## config.mk

```make
export PLATFORM = sky130hd
export DESIGN_NAME = pvdev_regs
export DESIGN_NICKNAME = d
export VERILOG_FILES = /design/src/rtl/pvdev_pkg.sv /design/src/rtl/pvdev_qtable.sv /design/src/rtl/pvdev_isr.sv /design/src/rtl/pvdev_regs.sv
export SDC_FILE = /design/constraint.sdc
export NUM_CORES = 1
export LEC_CHECK = 0
export ABC_AREA = 1
export BUFFER_PORTS_ARGS = -buffer_cell sky130_fd_sc_hd__buf_2
export CORE_MARGIN = 2
export CORE_UTILIZATION = 57
export CTS_CLUSTER_DIAMETER = 120
export DETAILED_ROUTE_END_ITERATION = 16
export PLACE_DENSITY_LB_ADDON = 0.3
export SYNTH_ARGS = -nofsm -noshare
export SYNTH_HDL_FRONTEND = slang
export SYNTH_HIERARCHICAL = 1
export SYNTH_SLANG_ARGS = --single-unit
```

## constraint.sdc

```tcl
create_clock -name clk -period 2.4 [get_ports clk]
set_input_delay 0.36 -clock clk [delete_from_list [all_inputs] [get_ports clk]]
set_output_delay 0.36 -clock clk [all_outputs]
set_load 0.03 [all_outputs]
```

## src/rtl/pvdev_pkg.sv

```systemverilog
package pvdev_pkg;

    localparam logic [4:0] OFF_HOSTF  = 5'd0;
    localparam logic [4:0] OFF_GUESTF = 5'd4;
    localparam logic [4:0] OFF_QPFN   = 5'd8;
    localparam logic [4:0] OFF_QSIZE  = 5'd12;
    localparam logic [4:0] OFF_QSEL   = 5'd14;
    localparam logic [4:0] OFF_QKICK  = 5'd16;
    localparam logic [4:0] OFF_STATUS = 5'd18;
    localparam logic [4:0] OFF_ISR    = 5'd19;

    localparam int PAGE_SHIFT = 12;

    typedef enum logic [1:0] {
        ACC_BYTE = 2'd0,
        ACC_HALF = 2'd1,
        ACC_WORD = 2'd2
    } acc_size_e;

    function automatic logic [31:0] acc_mask(input logic [1:0] sz);
        case (sz)
            ACC_BYTE: acc_mask = 32'h0000_00FF;
            ACC_HALF: acc_mask = 32'h0000_FFFF;
            default:  acc_mask = 32'hFFFF_FFFF;
        endcase
    endfunction

endpackage

```

## src/rtl/pvdev_qtable.sv

```systemverilog
module pvdev_qtable #(
    parameter int NUM_Q = 4,
    parameter int PFN_W = 32,
    localparam int SEL_W = (NUM_Q > 1) ? $clog2(NUM_Q) : 1
) (
    input  logic             clk,
    input  logic             rst_n,
    input  logic             wr_en,
    input  logic [SEL_W-1:0] wr_idx,
    input  logic [PFN_W-1:0] wr_pfn,
    input  logic             clr,
    input  logic [SEL_W-1:0] rd_idx,
    output logic [PFN_W-1:0] rd_pfn
);

    logic [PFN_W-1:0] pfn_q [NUM_Q];

    for (genvar g = 0; g < NUM_Q; g++) begin : g_entry
        logic [PFN_W-1:0] pfn_d;

        always_comb begin
            pfn_d = pfn_q[g];
            if (clr)
                pfn_d = '0;
            else if (wr_en && (wr_idx == SEL_W'(g)))
                pfn_d = wr_pfn;
        end

        always_ff @(posedge clk) begin
            if (!rst_n) pfn_q[g] <= '0;
            else        pfn_q[g] <= pfn_d;
        end
    end

    always_comb begin
        rd_pfn = '0;
        for (int i = 0; i < NUM_Q; i++)
            if (rd_idx == SEL_W'(i)) rd_pfn = pfn_q[i];
    end

    // a device reset leaves no frame number behind
    a_r11_table_cleared: assert property (@(posedge clk) disable iff (!rst_n)
        (clr && !wr_en) |=> (rd_pfn == '0));

endmodule

```

## src/rtl/pvdev_isr.sv

```systemverilog
module pvdev_isr #(
    parameter int ISR_W = 8
) (
    input  logic             clk,
    input  logic             rst_n,
    input  logic [ISR_W-1:0] set_i,
    input  logic             rd_clr,
    input  logic             dev_clr,
    output logic [ISR_W-1:0] isr_o,
    output logic             irq_o
);

    logic [ISR_W-1:0] isr_d, isr_q;

    always_comb begin
        isr_d = (rd_clr || dev_clr) ? '0 : isr_q;
        isr_d = isr_d | set_i;
    end

    always_ff @(posedge clk) begin
        if (!rst_n) isr_q <= '0;
        else        isr_q <= isr_d;
    end

    assign isr_o = isr_q;
    assign irq_o = isr_q[0];

    // reading the cause register empties it when nothing new arrives
    a_r10_read_clears: assert property (@(posedge clk) disable iff (!rst_n)
        (rd_clr && (set_i == '0)) |=> (isr_o == '0 && !irq_o));

    // cause bits set in any cycle, even a read cycle, are kept
    a_r10_set_survives: assert property (@(posedge clk) disable iff (!rst_n)
        (set_i != '0) |=> ((isr_o & $past(set_i)) == $past(set_i)));

endmodule

```

## src/rtl/pvdev_regs.sv

```systemverilog
module pvdev_regs #(
    parameter int NUM_Q = 4,
    parameter int PFN_W = 32,
    parameter int NOTIFY_BIT = 24,
    parameter logic [NUM_Q*16-1:0] QSIZE_TABLE = {16'd256, 16'd256, 16'd128, 16'd64},
    localparam int SEL_W = (NUM_Q > 1) ? $clog2(NUM_Q) : 1,
    localparam int QADDR_W = PFN_W + pvdev_pkg::PAGE_SHIFT
) (
    input  logic               clk,
    input  logic               rst_n,
    input  logic [4:0]         bus_addr,
    input  logic [1:0]         bus_size,
    input  logic               bus_wr,
    input  logic               bus_rd,
    input  logic [31:0]        bus_wdata,
    output logic [31:0]        bus_rdata,
    input  logic [31:0]        dev_features_i,
    input  logic [7:0]         isr_set_i,
    output logic [31:0]        guest_features_o,
    output logic [7:0]         dev_status_o,
    output logic [QADDR_W-1:0] qaddr_o,
    output logic               kick_o,
    output logic [15:0]        kick_idx_o,
    output logic               irq_o
);

    import pvdev_pkg::*;

    typedef struct packed {
        logic [31:0]      guest;
        logic [SEL_W-1:0] sel;
        logic [7:0]       status;
        logic [31:0]      rdata;
        logic             kick;
        logic [15:0]      kick_idx;
    } regs_t;

    regs_t r_d, r_q;

    logic [31:0]      wval;
    logic [31:0]      rd_val;
    logic             wr_guest, wr_pfn, wr_qsel, wr_kick, wr_status;
    logic             dev_reset, isr_rd;
    logic [PFN_W-1:0] cur_pfn;
    logic [7:0]       isr_val;
    logic [15:0]      cur_qsize;

    assign wval      = bus_wdata & acc_mask(bus_size);
    assign wr_guest  = bus_wr && (bus_addr == OFF_GUESTF);
    assign wr_pfn    = bus_wr && (bus_addr == OFF_QPFN);
    assign wr_qsel   = bus_wr && (bus_addr == OFF_QSEL);
    assign wr_kick   = bus_wr && (bus_addr == OFF_QKICK);
    assign wr_status = bus_wr && (bus_addr == OFF_STATUS);
    assign dev_reset = wr_status && (wval[7:0] == 8'd0);
    assign isr_rd    = bus_rd && (bus_addr == OFF_ISR);

    always_comb begin
        cur_qsize = '0;
        for (int i = 0; i < NUM_Q; i++)
            if (r_q.sel == SEL_W'(i)) cur_qsize = QSIZE_TABLE[i*16 +: 16];
    end

    pvdev_qtable #(
        .NUM_Q (NUM_Q),
        .PFN_W (PFN_W)
    ) i_qtable (
        .clk    (clk),
        .rst_n  (rst_n),
        .wr_en  (wr_pfn),
        .wr_idx (r_q.sel),
        .wr_pfn (wval[PFN_W-1:0]),
        .clr    (dev_reset),
        .rd_idx (r_q.sel),
        .rd_pfn (cur_pfn)
    );

    pvdev_isr #(
        .ISR_W (8)
    ) i_isr (
        .clk     (clk),
        .rst_n   (rst_n),
        .set_i   (isr_set_i),
        .rd_clr  (isr_rd),
        .dev_clr (dev_reset),
        .isr_o   (isr_val),
        .irq_o   (irq_o)
    );

    always_comb begin
        rd_val = 32'hFFFF_FFFF;
        case (bus_addr)
            OFF_HOSTF:  rd_val = dev_features_i | (32'd1 << NOTIFY_BIT);
            OFF_GUESTF: rd_val = r_q.guest;
            OFF_QPFN:   rd_val = 32'(cur_pfn);
            OFF_QSIZE:  rd_val = {16'd0, cur_qsize};
            OFF_QSEL:   rd_val = 32'(r_q.sel);
            OFF_STATUS: rd_val = {24'd0, r_q.status};
            OFF_ISR:    rd_val = {24'd0, isr_val};
            default:    rd_val = 32'hFFFF_FFFF;
        endcase
    end

    always_comb begin
        r_d = r_q;
        r_d.kick = 1'b0;
        if (wr_guest)
            r_d.guest = wval;
        if (wr_qsel && (wval < 32'(NUM_Q)))
            r_d.sel = wval[SEL_W-1:0];
        if (wr_kick) begin
            r_d.kick     = 1'b1;
            r_d.kick_idx = wval[15:0];
        end
        if (wr_status)
            r_d.status = wval[7:0];
        if (dev_reset) begin
            r_d.guest = '0;
            r_d.sel   = '0;
        end
        if (bus_rd)
            r_d.rdata = rd_val & acc_mask(bus_size);
    end

    always_ff @(posedge clk) begin
        if (!rst_n) r_q <= '0;
        else        r_q <= r_d;
    end

    assign bus_rdata        = r_q.rdata;
    assign guest_features_o = r_q.guest;
    assign dev_status_o     = r_q.status;
    assign kick_o           = r_q.kick;
    assign kick_idx_o       = r_q.kick_idx;
    assign qaddr_o          = {cur_pfn, {PAGE_SHIFT{1'b0}}};

    // an out-of-range selector write is dropped
    a_r4_reject_out_of_range: assert property (@(posedge clk) disable iff (!rst_n)
        (wr_qsel && (wval >= 32'(NUM_Q))) |=> $stable(r_q.sel));

    // frame number writes leave the selector alone
    a_r6_pfn_keeps_sel: assert property (@(posedge clk) disable iff (!rst_n)
        (bus_wr && bus_addr == OFF_QPFN) |=> $stable(r_q.sel));

    // a kick only follows a doorbell write
    a_r8_kick_from_write: assert property (@(posedge clk) disable iff (!rst_n)
        kick_o |-> $past(bus_wr && bus_addr == OFF_QKICK));

    // a zero status write wipes features and selector
    a_r11_status_zero_clears: assert property (@(posedge clk) disable iff (!rst_n)
        (bus_wr && bus_addr == OFF_STATUS && (bus_wdata[7:0] == 8'd0))
        |=> (guest_features_o == 32'd0 && dev_status_o == 8'd0 && r_q.sel == '0));

endmodule

```

Word-level counts from Yosys, hierarchy flattened
Memory sizes are Yosys's and may differ from the RTL's. Index checks and enable logic that the tools add are counted.

RAM bits: 128. Memories kept: 1. Logic and storage cells: 73. Output and inout port bits: 134. Flip-flop bits (word level): 99.

Memories: i_qtable.pfn_q (depth 4, bits a word 32, read ports 4, clocked after memory_dff 0, wr ports 4, line pvdev_qtable.sv:16) `logic [PFN_W-1:0] pfn_q [NUM_Q];`.

Reduce and logical (&&, ||, !) cells: 18. Bitwise gates (word level): 8. Muxes and demuxes: 27. Equality and inequality tests: 11. $lt $le $gt $ge: 1.

Operators with widths (count): 32-bit 2-to-1 mux (17); 32-bit case mux with 7 select lines (1); 32-bit AND (2); 32-bit case mux with 2 select lines (1); 16-bit 2-to-1 mux (3); 32-bit by 3-bit < comparator with 1-bit output (second input constant) (1); 17-bit 2-to-1 mux (1); 5-bit by 4-bit == test with 1-bit output (second input constant) (3); 5-bit == test (second input constant) (3); 1-bit logical AND (12); 8-bit logical NOT (1); 8-bit 2-to-1 mux (1); 8-bit OR (1); 7-bit 2-to-1 mux (1); 5-bit by 3-bit == test with 1-bit output (second input constant) (1); 5-bit logical NOT (1); 2-bit by 1-bit == test with 1-bit output (second input constant) (2); 2-bit == test (second input constant) (2); 2-bit logical NOT (2); 1-bit OR (4); 1-bit 2-to-1 mux (2); 2-bit OR reduction (1); 1-bit logical OR (1); 1-bit NOT (1).

Depth between registers and ports, before layout
Depth in word-level cells: 8. Gate-level depth with buffers: 12. Depth with buffers taken out: 10.

By module
The synthesis kept the hierarchy.

By module, submodules not included: pvdev_qtable (cells each 1007, times used 1, sequential area each 2562.5 um^2, area an instance 6214.7 um^2); pvdev_regs (cells each 815, times used 1, sequential area each 1821.7 um^2, area an instance 5520.3 um^2); pvdev_isr (cells each 35, times used 1, sequential area each 160.2 um^2, area an instance 282.8 um^2).

Worst setup path after synthesis
Ideal clock, no wire load.

Kind: reg2reg. From: register r_q[58] in the netlist's numbering. To: register r_q, in the netlist bus_rdata[8]. Path slack: 506 ps. Path buffers: 2. Arrival time: 1823 ps. Stages on the path, launching flop included: 11. Required time: 2329 ps. Period minus slack after synthesis: 1894 ps. Cell sequence: dfxtp_1 -> buf_2 -> buf_1 -> nand3_1 -> nand4_1 -> nand3_1 -> nand2_1 -> inv_1 -> nand2_1 -> nand2_1 -> a21oi_1.

Word-level cells in the longest chain between the ends: 7.

RTL lines: start: declaration (line pvdev_regs.sv:38) `regs_t r_d, r_q;`; start signal: assignment (line pvdev_regs.sv:126) `else r_q <= r_d;`; 2-bit logical NOT (line pvdev_qtable.sv:38) `if (rd_idx == SEL_W'(i)) rd_pfn = pfn_q[i];`; 32-bit 2-to-1 mux (3 in a row) (line pvdev_qtable.sv:38); 32-bit 2-to-1 mux (*) (line pvdev_qtable.sv:38); via qaddr_o[20] (line pvdev_regs.sv:21) `output logic [QADDR_W-1:0] qaddr_o,`; 32-bit case mux with 7 select lines (*) (line pvdev_regs.sv:91) `case (bus_addr)`; 32-bit AND (*) (line pvdev_regs.sv:121) `r_d.rdata = rd_val & acc_mask(bus_size);`.

The timed path passes the listed nets; every way through them passes the cells marked *. A chain may end at the register's enable or synchronous reset.

Worst setup path in the final report
From: register r_q[57] in the netlist's numbering. To: output qaddr_o[22].

Word-level cells in the longest chain between the ends: 5.

RTL lines (line): 2-bit logical NOT (pvdev_qtable.sv:38); 32-bit 2-to-1 mux (3 in a row) (pvdev_qtable.sv:38); 32-bit 2-to-1 mux (*) (pvdev_qtable.sv:38); end: declaration (pvdev_regs.sv:21).

Mark *: on every way between the ends. The rest lies on a longest branch, timed or not.

==> impl_results.html <==
<table>
<tr><th>Metric</th><th>Value</th></tr>
<tr><th colspan="2">Run</th></tr>
<tr><td>Number of violations of the max-capacitance limit</td><td>0</td></tr>
<tr><th colspan="2">Run status</th></tr>
<tr><td>Outcome</td><td>complete, no violations</td></tr>
<tr><th colspan="2">Synth</th></tr>
<tr><td>Post-synthesis adder-cell area fraction</td><td>0%</td></tr>
<tr><td>Top-area cell type share of the netlist area</td><td>37.81%</td></tr>
<tr><td>Simple-gate area share of the yosys netlist</td><td>37.60%</td></tr>
<tr><td>Compound-gate portion of the synthesized area</td><td>7.277%</td></tr>
<tr><td>Number of enable-type register cells in the synthesized netlist</td><td>0</td></tr>
<tr><td>Xor/xnor cell area share of the yosys netlist</td><td>0%</td></tr>
<tr><td>Proportion of register bits with asynchronous set or reset after synthesis</td><td>0%</td></tr>
<tr><td>Most frequently used flop master after synthesis</td><td>sky130_fd_sc_hd__dfxtp_1</td></tr>
<tr><td>Main combinational cell family by area after synthesis</td><td>simple AND/OR/NAND/NOR gates</td></tr>
<tr><td>Synthesized area</td><td>12,020 um^2</td></tr>
<tr><td>Cell types with the largest area share after synthesis</td><td>sky130_fd_sc_hd__dfxtp_1 (38%), sky130_fd_sc_hd__nand2_1 (15%), sky130_fd_sc_hd__nor2_1 (9.4%)</td></tr>
<tr><td>Per-instance average area after synthesis</td><td>6.472 um^2</td></tr>
<tr><td>Largest area contributor in the netlist</td><td>sky130_fd_sc_hd__dfxtp_1</td></tr>
<tr><td>Cell variety after synth</td><td>29</td></tr>
<tr><td>Synthesis warning total</td><td>6</td></tr>
<tr><td>Register area share after synthesis</td><td>37.81%</td></tr>
<tr><td>Most common library cells after synthesis</td><td>sky130_fd_sc_hd__nand2_1 (466), sky130_fd_sc_hd__nor2_1 (300), sky130_fd_sc_hd__dfxtp_1 (227)</td></tr>
<tr><td>Gate count after technology mapping</td><td>1,857</td></tr>
<tr><td>Most common cell in the netlist</td><td>sky130_fd_sc_hd__nand2_1</td></tr>
<tr><td>Number of synthesized register bits</td><td>227</td></tr>
<tr><td>Proportion of synthesized area in mux cells</td><td>0%</td></tr>
<tr><th colspan="2">Worst setup path</th></tr>
<tr><td>Worst path depth</td><td>5</td></tr>
<tr><td>Type of element launching the critical path</td><td>register</td></tr>
<tr><td>Required time of the worst setup path</td><td>2.04 ns</td></tr>
<tr><td>Number of buffer and inverter instances along the worst setup path</td><td>3</td></tr>
<tr><td>Critical Path End Type</td><td>primary output</td></tr>
<tr><td>Cell-by-cell listing of the critical path</td><td>inv_1, buf_4, nand3_1, nand4_1, buf_2</td></tr>
<tr><td>Crit path largest cell delay</td><td>0.35 ns</td></tr>
<tr><td>Worst path top cell family by delay</td><td>buffers and inverters</td></tr>
<tr><td>Start-to-end type of the worst setup path</td><td>reg -&gt; out</td></tr>
<tr><td>FF-to-FF path depth</td><td>7</td></tr>
<tr><td>Crit-path max FO</td><td>24</td></tr>
<tr><td>CP Data Arrival Time</td><td>1.96 ns</td></tr>
<tr><td>Crit. Startpoint</td><td>r_q[57]</td></tr>
<tr><td>Worst reg2reg startpoint</td><td>r_q[58]</td></tr>
<tr><td>Worst path slowest cell</td><td>sky130_fd_sc_hd__dfxtp_2</td></tr>
<tr><th colspan="2">GRT</th></tr>
<tr><td>Leftover overflow at the end of global routing</td><td>0</td></tr>
<tr><td>Vias in the first global route</td><td>10,365</td></tr>
<tr><td>Tot GR Track Use</td><td>30.07%</td></tr>
<tr><td>Global-route wire length before repair</td><td>53,850 um</td></tr>
<tr><td>Number of antenna violations at the first check in global routing</td><td>1</td></tr>
<tr><td>Maximum number of pins on one net before global-route repair</td><td>129</td></tr>
<tr><th colspan="2">Timing</th></tr>
<tr><td>Fin Setup TNS</td><td>0 ns</td></tr>
<tr><td>Final count of pins violating max slew</td><td>0</td></tr>
<tr><td>Final setup vio count</td><td>0</td></tr>
<tr><td>Final hold violation count</td><td>0</td></tr>
<tr><td>Worst-Margin Slew</td><td>0.6992 ns</td></tr>
<tr><td>Setup repair after global routing missed its margin</td><td>no</td></tr>
<tr><td>Fmax</td><td>0.4302 GHz</td></tr>
<tr><td>Final period demand of the worst path</td><td>2.324 ns</td></tr>
<tr><td>Clock tree skew after final layout</td><td>0.009726 ns</td></tr>
<tr><td>Final-layout worst hold slack</td><td>0.08214 ns</td></tr>
<tr><td>Worst-case headroom to the max-slew limit</td><td>53.32%</td></tr>
<tr><td>Final clock period utilization by the worst path</td><td>96.85%</td></tr>
<tr><th colspan="2">Finish</th></tr>
<tr><td>Post-route core utilization</td><td>63.53%</td></tr>
<tr><td>Final std cells w/o fill</td><td>2,215</td></tr>
<tr><td>Share of cells above drive strength 1</td><td>17.60%</td></tr>
<tr><td>Final cell area excluding filler cells</td><td>13,270 um^2</td></tr>
<tr><td>Number of fill cells in the layout</td><td>1,952</td></tr>
<tr><td>Net total in the final layout</td><td>2,005</td></tr>
<tr><td>Area added between synthesis and finish</td><td>10.43%</td></tr>
<tr><th colspan="2">Routing</th></tr>
<tr><td>Iteration-0 DRC Markers</td><td>1,023</td></tr>
<tr><td>Remaining design rule violation count</td><td>0</td></tr>
<tr><td>Final wirelength</td><td>34,720 um</td></tr>
<tr><td>Vias per cell</td><td>5.350</td></tr>
<tr><td>First-pass detailed-route iteration total</td><td>5</td></tr>
<tr><td>Antenna-violating nets left</td><td>0</td></tr>
<tr><td>DR vias</td><td>11,850</td></tr>
<tr><td>Routed length per instance</td><td>15.68 um</td></tr>
<tr><th colspan="2">Floorplanning</th></tr>
<tr><td>Total Die Area</td><td>22,260 um^2</td></tr>
<tr><td>Width of the die</td><td>149.2 um</td></tr>
<tr><td>Y dimension of the die</td><td>149.2 um</td></tr>
<tr><td>Initial core utilization</td><td>57.53%</td></tr>
<tr><td>Top-Level Pins</td><td>217</td></tr>
<tr><td>Std cell rows</td><td>53</td></tr>
<tr><td>Core outline area</td><td>20,890 um^2</td></tr>
<tr><th colspan="2">Clock tree</th></tr>
<tr><td>CTS Buf Count</td><td>24</td></tr>
<tr><td>Clock tree sinks</td><td>227</td></tr>
<tr><td>TritonCTS clock tree</td><td>done</td></tr>
<tr><td>Skew-Pair Late Insertion Delay</td><td>0.51 ns</td></tr>
<tr><td>Depth of the CTS H-tree</td><td>1</td></tr>
<tr><td>Postcts setup bufs</td><td>0</td></tr>
<tr><td>Clock slew at the register clock pins of the worst setup and hold paths</td><td>0.06 ns</td></tr>
<tr><td>Clock root cell</td><td>sky130_fd_sc_hd__clkbuf_16</td></tr>
<tr><td>Worst-case clock buffer depth</td><td>3</td></tr>
<tr><th colspan="2">Placed design</th></tr>
<tr><td>Placed cell areas</td><td>12,500 um^2</td></tr>
<tr><td># placed instances</td><td>2,171</td></tr>
<tr><td>DP Wirelength</td><td>24,040 um</td></tr>
<tr><td>Routability congestion estimate from global placement</td><td>0.9112</td></tr>
<tr><td>Port buffer count</td><td>203</td></tr>
<tr><th colspan="2">Power</th></tr>
<tr><td>Leakage power figure</td><td>6.588 nW</td></tr>
<tr><td>Peak ir drop on the vdd network</td><td>0.0003962 V</td></tr>
<tr><td>Power Density</td><td>616.9 nW/um^2</td></tr>
<tr><th colspan="2">Worst hold path</th></tr>
<tr><td>Instance count along the most critical hold path</td><td>3</td></tr>
<tr><td>Worst Hold Class</td><td>in -&gt; reg</td></tr>
<tr><td>Hold Crit Start</td><td>isr_set_i[6]</td></tr>
</table>
-- what timing repair did --
item / CTS / global route
resized for setup: 0 / 1
hold buffers: 0 / 0
endpoints found under the setup margin: 0 / 16
hold endpoints to repair: 0 / 0
-- area by class of cell --
cell class	instances	area, um^2	area share (%)
Antenna cell	2	5.005	0.03771
Inverter	207	777.0	5.855
Sequential cell	227	4547	34.26
Multi-Input combinational cell	1218	5466	41.19
Tap cell	275	344.1	2.593
Timing Repair Buffer	244	1365	10.29
Clock inverter	6	30.03	0.2263
Clock buffer	36	737.0	5.553
-- placed cells by master, fill, tap and decap left out, types with 7 or more instances in the layout --
master	Yosys	final
sky130_fd_sc_hd__buf_4	103	37
sky130_fd_sc_hd__clkbuf_16	0	25
sky130_fd_sc_hd__dfxtp_1	227	225
sky130_fd_sc_hd__nand3_1	162	162
sky130_fd_sc_hd__nand2_1	466	466
sky130_fd_sc_hd__nand4_1	107	107
sky130_fd_sc_hd__clkbuf_8	0	7
sky130_fd_sc_hd__inv_2	9	9
sky130_fd_sc_hd__inv_1	196	196
sky130_fd_sc_hd__a21oi_1	82	82
sky130_fd_sc_hd__o21ai_0	34	34
sky130_fd_sc_hd__buf_2	64	203
sky130_fd_sc_hd__conb_1	1	12
sky130_fd_sc_hd__nor2_1	300	297
sky130_fd_sc_hd__a21oi_2	30	30
-- worst reg2reg max path, stage by stage (launching register included) --
cell and delay [ns]:
sky130_fd_sc_hd__dfxtp_2 0.38, sky130_fd_sc_hd__buf_6 0.35, sky130_fd_sc_hd__inv_1 0.11, sky130_fd_sc_hd__nand3_2 0.08, sky130_fd_sc_hd__buf_4 0.45, sky130_fd_sc_hd__nand2_1 0.15, sky130_fd_sc_hd__nand2_1 0.09, sky130_fd_sc_hd__nor2_1 0.04
-- registers in the layout, summed over array words and instances, names as in the netlist --
register / flops
kick_o: 1
r_q: 2
guest_features_o: 32
kick_idx_o: 16
i_qtable/pfn_q: 128
i_isr/isr_o: 8
bus_rdata: 32
dev_status_o: 8
-- cells by family after synthesis --
group | Yosys count
AO/OA/AOI/OAI | 149
flip-flops | 227
buffers and inverters | 423
AND/OR/NAND/NOR | 1057
other | 1
-- layer usage --
metal	global-route usage (%)	vias to the layer above	routed length, um
li1	-	5863	-
met1	42.29	5371	14870
met2	48.23	542	15750
met3	3.456	74	3106
met4	9.952	0	989
met5	0	-	0
-- final timing paths --
path                                               to  slack, ns
worst min register to register          bus_rdata[31]       0.46
worst max-delay path                      qaddr_o[22]       0.08
worst max register to register  i_qtable/pfn_q[0][50]       0.64
worst min-delay path                   i_isr/isr_o[6]       0.08
-- power by group --
| group | internal (mW) | total (mW) | leakage, nW | switching [mW] |
|---|---|---|---|---|
| combinational | 0.197 | 0.737 | 4.36 | 0.540 |
| clock | 2.11 | 3.59 | 0.387 | 1.48 |
| sequential | 3.83 | 3.86 | 1.84 | 0.0326 |
| total | 6.13 | 8.19 | 6.59 | 2.05 |
-- through the flow --
step	setup WS [ns]	power [mW]
finish	0.07564	8.187
CTS	0.001726	8.223
floorplan	0.5061	4.479
global route	0.008823	8.444
global placement	0.3522	4.660
detailed placement	0.2586	4.666
(Power assumes the default switching activity.)
